**src/rtl/sflag_pkg.sv**
```systemverilog
package sflag_pkg;

   typedef enum logic [1:0] {
      SK_LEFT  = 2'd0,
      SK_RIGHT = 2'd1,
      SK_ARITH = 2'd2,
      SK_NONE  = 2'd3
   } shift_kind_e;

   typedef struct packed {
      logic cf;
      logic of;
      logic af;
      logic zf;
      logic sf;
      logic pf;
   } flag_set_t;

endpackage

```
**src/rtl/sflag_carry.sv**
```systemverilog
module sflag_carry
   import sflag_pkg::*;
#(
   parameter int LANE_W = 8,
   parameter int MASK_W = 5
) (
   input  logic [LANE_W-1:0] op,
   input  logic [MASK_W-1:0] mcount,
   input  shift_kind_e       kind,
   output logic              cf
);
   localparam int LANE_BITS = $clog2(LANE_W) + 2;
   localparam int IDX_W     = (MASK_W + 1 > LANE_BITS) ? MASK_W + 1 : LANE_BITS;

   logic [IDX_W-1:0] cnt_x;
   logic [IDX_W-1:0] lane_x;
   logic [IDX_W-1:0] left_amt;
   logic [IDX_W-1:0] right_amt;
   logic             beyond;
   logic             left_bit;
   logic             right_bit;

   always_comb begin
      cnt_x     = IDX_W'(mcount);
      lane_x    = IDX_W'(LANE_W);
      beyond    = cnt_x > lane_x;
      left_amt  = lane_x - cnt_x;
      right_amt = cnt_x - IDX_W'(1);
      left_bit  = |(op & (LANE_W'(1) << left_amt));
      right_bit = |(op & (LANE_W'(1) << right_amt));
      unique case (kind)
         SK_LEFT:  cf = beyond ? 1'b0 : left_bit;
         SK_RIGHT: cf = beyond ? 1'b0 : right_bit;
         SK_ARITH: cf = beyond ? op[LANE_W-1] : right_bit;
         default:  cf = 1'b0;
      endcase
   end
endmodule

```
**src/rtl/sflag_lane.sv**
```systemverilog
module sflag_lane
   import sflag_pkg::*;
#(
   parameter int LANE_W = 8,
   parameter int MASK_W = 5
) (
   input  logic [LANE_W-1:0] op,
   input  logic [LANE_W-1:0] res,
   input  logic [MASK_W-1:0] mcount,
   input  shift_kind_e       kind,
   output flag_set_t         flags
);
   logic carry;

   sflag_carry #(
      .LANE_W (LANE_W),
      .MASK_W (MASK_W)
   ) u_carry (
      .op     (op),
      .mcount (mcount),
      .kind   (kind),
      .cf     (carry)
   );

   always_comb begin
      flags.cf = carry;
      flags.af = |mcount;
      flags.zf = (res == '0);
      flags.sf = res[LANE_W-1];
      flags.pf = ~^res[7:0];
      unique case (kind)
         SK_LEFT:  flags.of = res[LANE_W-1] ^ op[LANE_W-1];
         SK_RIGHT: flags.of = (mcount == MASK_W'(1)) && op[LANE_W-1];
         default:  flags.of = 1'b0;
      endcase
   end
endmodule

```
**src/rtl/sflag_gen.sv**
```systemverilog
module sflag_gen
   import sflag_pkg::*;
#(
   parameter  int N_SIZES = 3,
   parameter  int SIZE_W  = 2,
   parameter  int CNT_W   = 8,
   parameter  int MASK_W  = 5,
   localparam int DATA_W  = 8 << (N_SIZES - 1)
) (
   input  logic              clk,
   input  logic              rst_n,
   input  logic              in_valid,
   input  logic [1:0]        in_kind,
   input  logic [SIZE_W-1:0] in_size,
   input  logic [DATA_W-1:0] in_operand,
   input  logic [DATA_W-1:0] in_result,
   input  logic [CNT_W-1:0]  in_count,
   output logic              flags_valid,
   output logic              flag_cf,
   output logic              flag_of,
   output logic              flag_af,
   output logic              flag_zf,
   output logic              flag_sf,
   output logic              flag_pf
);
   generate
      if (N_SIZES < 1 || N_SIZES > 4) begin : g_bad_sizes
         $error("sflag_gen: N_SIZES must lie in 1..4");
      end
      if ((1 << SIZE_W) < N_SIZES) begin : g_bad_size_w
         $error("sflag_gen: SIZE_W too narrow for N_SIZES");
      end
      if (MASK_W > CNT_W || MASK_W < 1) begin : g_bad_mask
         $error("sflag_gen: MASK_W must lie in 1..CNT_W");
      end
   endgenerate

   shift_kind_e       kind;
   logic [MASK_W-1:0] mcount;
   logic [SIZE_W-1:0] size_sel;
   logic              accept;
   flag_set_t         lane_fs [N_SIZES];
   flag_set_t         nxt_fs;
   flag_set_t         cur_fs;

   generate
      if (CNT_W > MASK_W) begin : g_cnt_hi
         logic unused_cnt_hi;
         assign unused_cnt_hi = |in_count[CNT_W-1:MASK_W];
      end
   endgenerate

   always_comb begin
      kind     = shift_kind_e'(in_kind);
      mcount   = in_count[MASK_W-1:0];
      size_sel = (in_size >= SIZE_W'(N_SIZES)) ? SIZE_W'(N_SIZES - 1) : in_size;
      accept   = in_valid && (mcount != '0) && (kind != SK_NONE);
   end

   generate
      for (genvar g = 0; g < N_SIZES; g++) begin : g_lane
         localparam int LW = 8 << g;
         sflag_lane #(
            .LANE_W (LW),
            .MASK_W (MASK_W)
         ) u_lane (
            .op     (in_operand[LW-1:0]),
            .res    (in_result[LW-1:0]),
            .mcount (mcount),
            .kind   (kind),
            .flags  (lane_fs[g])
         );
      end
   endgenerate

   assign nxt_fs = lane_fs[size_sel];

   always_ff @(posedge clk) begin
      if (!rst_n) begin
         flags_valid <= 1'b0;
         cur_fs      <= '0;
      end else begin
         flags_valid <= accept;
         if (accept) begin
            cur_fs <= nxt_fs;
         end
      end
   end

   assign flag_cf = cur_fs.cf;
   assign flag_of = cur_fs.of;
   assign flag_af = cur_fs.af;
   assign flag_zf = cur_fs.zf;
   assign flag_sf = cur_fs.sf;
   assign flag_pf = cur_fs.pf;
endmodule

```
**config.mk**
```make
export PLATFORM = sky130hd
export DESIGN_NAME = sflag_gen
export DESIGN_NICKNAME = d
export VERILOG_FILES = /design/src/rtl/sflag_pkg.sv /design/src/rtl/sflag_carry.sv /design/src/rtl/sflag_lane.sv /design/src/rtl/sflag_gen.sv
export SDC_FILE = /design/constraint.sdc
export NUM_CORES = 1
export LEC_CHECK = 0
export ABC_CLOCK_PERIOD_IN_PS = 4670
export BUFFER_PORTS_ARGS = -buffer_cell sky130_fd_sc_hd__buf_2
export CORE_ASPECT_RATIO = 1.1
export CORE_MARGIN = 3
export CORE_UTILIZATION = 35
export CTS_CLUSTER_SIZE = 20
export DETAILED_ROUTE_END_ITERATION = 7
export SLEW_MARGIN = 20
export SYNTH_ARGS = -nofsm -noshare
export SYNTH_HDL_FRONTEND = slang
export SYNTH_SLANG_ARGS = --single-unit
```
**constraint.sdc**
```tcl
create_clock -name clk -period 4.67 [get_ports clk]
set_clock_uncertainty 0.15 [all_clocks]
set_input_delay 0.2335 -clock clk [delete_from_list [all_inputs] [get_ports clk]]
set_output_delay 0.2335 -clock clk [all_outputs]
set_load 0.1 [all_outputs]
```
==> metrics.csv <==
stage;metric;value;unit
run_status;outcome;finished, final reports clean;
power;p_per_area;163;nW/um^2
synthesis;synth_top_area_share;9.29;%
finish;fillers;596;
placement;dp_slack;1.17;ns
route;via_per_inst;5.84;
timing;finalHoldViolCount;0;
power;p_total;408;uW
synthesis;netlist_top_cells_area;ha_1 (9.3%), mux4_2 (7.8%), dfxtp_1 (6.9%);
clock_network;clockRootBuffer;clkbuf_8;
synthesis;synth_common_cells;nand2_1 (33), nor2_1 (17), inv_1 (16);
worst_setup_path;reg2reg_to;flag_of$_SDFFE_PN0P_;
synthesis;syn_inst;268;
synthesis;netlist.top_cell.by_area;ha_1;
timing;rsz0062_at_grt;false;
clock_network;cts_buffer_depth;2;
synthesis;yosys.area_share.simple;27.2;%
timing;finalMaxSlewViolations;0;
timing;fin_ws;1.38;ns
clock_network;cts.clk_slew.worst_paths;0.04;ns
power;p_int;225;uW
synthesis;ys_seq_elements;7;
synthesis;synth_top_family_by_area;simple AND/OR/NAND/NOR gates;
worst_setup_path;worstSetupEndpoint;flag_cf$_SDFFE_PN0P_;
timing;finalSetupViolCount;0;
clock_network;htree_levels;1;
clock_network;numCtsBuffers;3;
min_path;hp-class;input pin to flop;
synthesis;synth_edf_count;0;
route;first_pass_iters;5;
global_route;grt_max_degree;23;
power;switchingPower;183;uW
floorplan;initial_core_util;37.0;%
power;clock_power_share;20.5;%
clock_network;post_cts_buffers;0;
timing;period_needed;3.29;ns
finish;fin_nets;437;
route;wirelength;6740;um
clock_network;cts_resized;0;
route;wl_per_cell;16.2;um
global_route;grt.total_usage;19.9;%
power;seq_power_share;16.3;%
synthesis;synth_area_per_cell;7.54;sq um
timing;tightest_slew;0.619;ns
route;drt_iter0_drc;172;
worst_setup_path;timing.rr.start;flag_of$_SDFFE_PN0P_;
floorplan;core.rowCount;28;
synthesis;synth_cell_type_count;55;
clock_network;worstSkewPairLatency;0.22;ns
worst_setup_path;startpoint;in_count[0];
floorplan;dieArea;6720;sq um
floorplan;die_x;78.4;um
worst_setup_path;rrSetupSlack;3.89;ns
power;worst_ir_drop_vdd;0.203;mV
min_path;hold_start;in_valid;
clock_network;cts.sinks;7;
global_route;antenna_found_initial;0;
synthesis;syn_area;2020;sq um
finish;drive_above_1_share;31.3;%
synthesis;synth-compound-area-share;26.5;%
floorplan;io_pins;86;
synthesis;yosys_most_used_dff;dfxtp_1;
global_route;grt_pass1_vias;2324;
synthesis;yosysMostFrequentCell;nand2_1;
route;route.detailed.drc;0;
synthesis;yosysWarnings;0;
route;ant_nets;0;
timing;slew_headroom;58.7;%
finish;antenna_cells;0;
worst_setup_path;path_max_fanout;18;
worst_setup_path;arrival;3.24;ns
power;swShare;44.9;%
placement;hpwlAfterDp;5550;um
worst_setup_path;crit_type;input pin to flop;
power;pwr-share-comb;63.2;%
clock_network;tritoncts;yes;
worst_setup_path;timing.critical_path.required;4.62;ns
clock_network;holdBufCountCts;0;
global_route;grt-ovfl-total;0;
worst_setup_path;endpoint_kind;flop;
floorplan;die_y;85.7;um
timing;tns;0;ns
power;p_leak;0.00110;uW
timing;fin_crit_sh;70.5;%
placement;place_congestion;0.934;
flow_run;max_cap_viol_count;0;
synthesis;synth_xor_area_share;6.57;%
global_route;grt_pass1_wl;11100;um
synthesis;async_flop_share;0;%
synthesis;synth_adder_area_share;9.29;%
finish;area_growth_syn_to_layout;23.9;%
synthesis;synth_fp_nets;362;
worst_setup_path;r2r_cells;1;
floorplan;coreArea;5470;sq um
placement;io_buffers;82;
worst_setup_path;start_kind;input pin;
synthesis;synth_mux_area_share;16.5;%
timing;fmax;304;MHz
synthesis;ys_seq_area_share;6.94;%
route;vias;2435;
cells in the final DEF, fill, tap and decap left out, types with 5 or more instances in the layout:
master | netlist | routed
buf_2 | 2 | 82
nand2_1 | 33 | 33
nor2_1 | 17 | 17
inv_1 | 16 | 16
a21oi_1 | 15 | 15
nand3_1 | 15 | 15
ha_1 | 15 | 15
mux2i_1 | 12 | 12
o21ai_0 | 12 | 12
nor4_1 | 8 | 8
nor3_1 | 7 | 7
mux4_2 | 7 | 7
dfxtp_1 | 7 | 7
xnor2_1 | 6 | 6
a221oi_1 | 6 | 6
a22oi_1 | 6 | 6
mux2_2 | 5 | 5
layer usage:
layer  track usage, %  wire [um]
met5                0          0
met1             25.9       2850
met3             2.52        502
met2             36.0       3340
met4             2.86         46
kinds of logic (layout without fill, tap and decap cells):
| family | count (synthesis) | after routing |
|---|---|---|
| xor+xnor | 10 | 10 |
| simple gates | 107 | 107 |
| buf+inv | 30 | 104 |
| compound gates | 75 | 75 |
| mux | 24 | 24 |
| fa+ha+maj | 15 | 15 |
| flops | 7 | 7 |
critical path, cell delays in order:
cell and delay [ns]:
buf_2 0.36, inv_1 0.17, ha_1 0.34, buf_4 0.26, xor2_4 0.36, mux4_2 0.56, nand3b_1 0.16, nand3_1 0.10
nor2_1 0.17, nor3b_1 0.07, nor4_1 0.34, o41ai_2 0.12
state kept, by name (all words and copies together) (netlist names):
signal	count
flag_af	1
flag_cf	1
flag_of	1
flag_pf	1
flag_sf	1
flag_zf	1
flags_valid	1
power groups by stage:
stage / clock (uW) / sequential [uW] / combinational [uW]
6_report: 83.7 / 66.4 / 258
5_1_grt: 88.7 / 66.9 / 282
4_1_cts: 86.1 / 66.4 / 257
3_5_place_dp: 0 / 67.2 / 256
3_3_place_gp: 0 / 67.1 / 254
2_1_floorplan: 0 / 97.9 / 145
worst min-delay path by stage:
stage	endpoint	slack, ns	depth (start not counted)
2_1_floorplan	flag_af$_SDFFE_PN0P_	0.20	1
3_3_place_gp	flag_af$_SDFFE_PN0P_	0.30	1
3_5_place_dp	flag_af$_SDFFE_PN0P_	0.30	1
4_1_cts	flags_valid$_SDFF_PN0_	0.14	2
5_1_grt	flags_valid$_SDFF_PN0_	0.16	2
6_report	flags_valid$_SDFF_PN0_	0.15	2
metrics by stage:
stage | util, % | instances | instance area [sq um] | hold WS [ns]
6_report | 45.8 | 417 | 2500 | 0.147
5_1_grt | 45.8 | 417 | 2500 | 0.155
4_1_cts | 45.8 | 417 | 2500 | 0.145
3_5_place_dp | 45.0 | 413 | 2460 | 0.298
3_3_place_gp | 45.0 | 413 | 2460 | 0.295
2_1_floorplan | - | 268 | 2020 | 0.201
cell type report:
class,count,area [sq um],share of cell area [%]
Tap cell,75,93.8,3.75
Sequential cell,7,140,5.60
Clock buffer,4,45.0,1.80
Timing Repair Buffer,84,425,17.0
Multi-Input combinational cell,231,1740,69.5
Inverter,16,60.1,2.40
(Power assumes the default switching activity.)
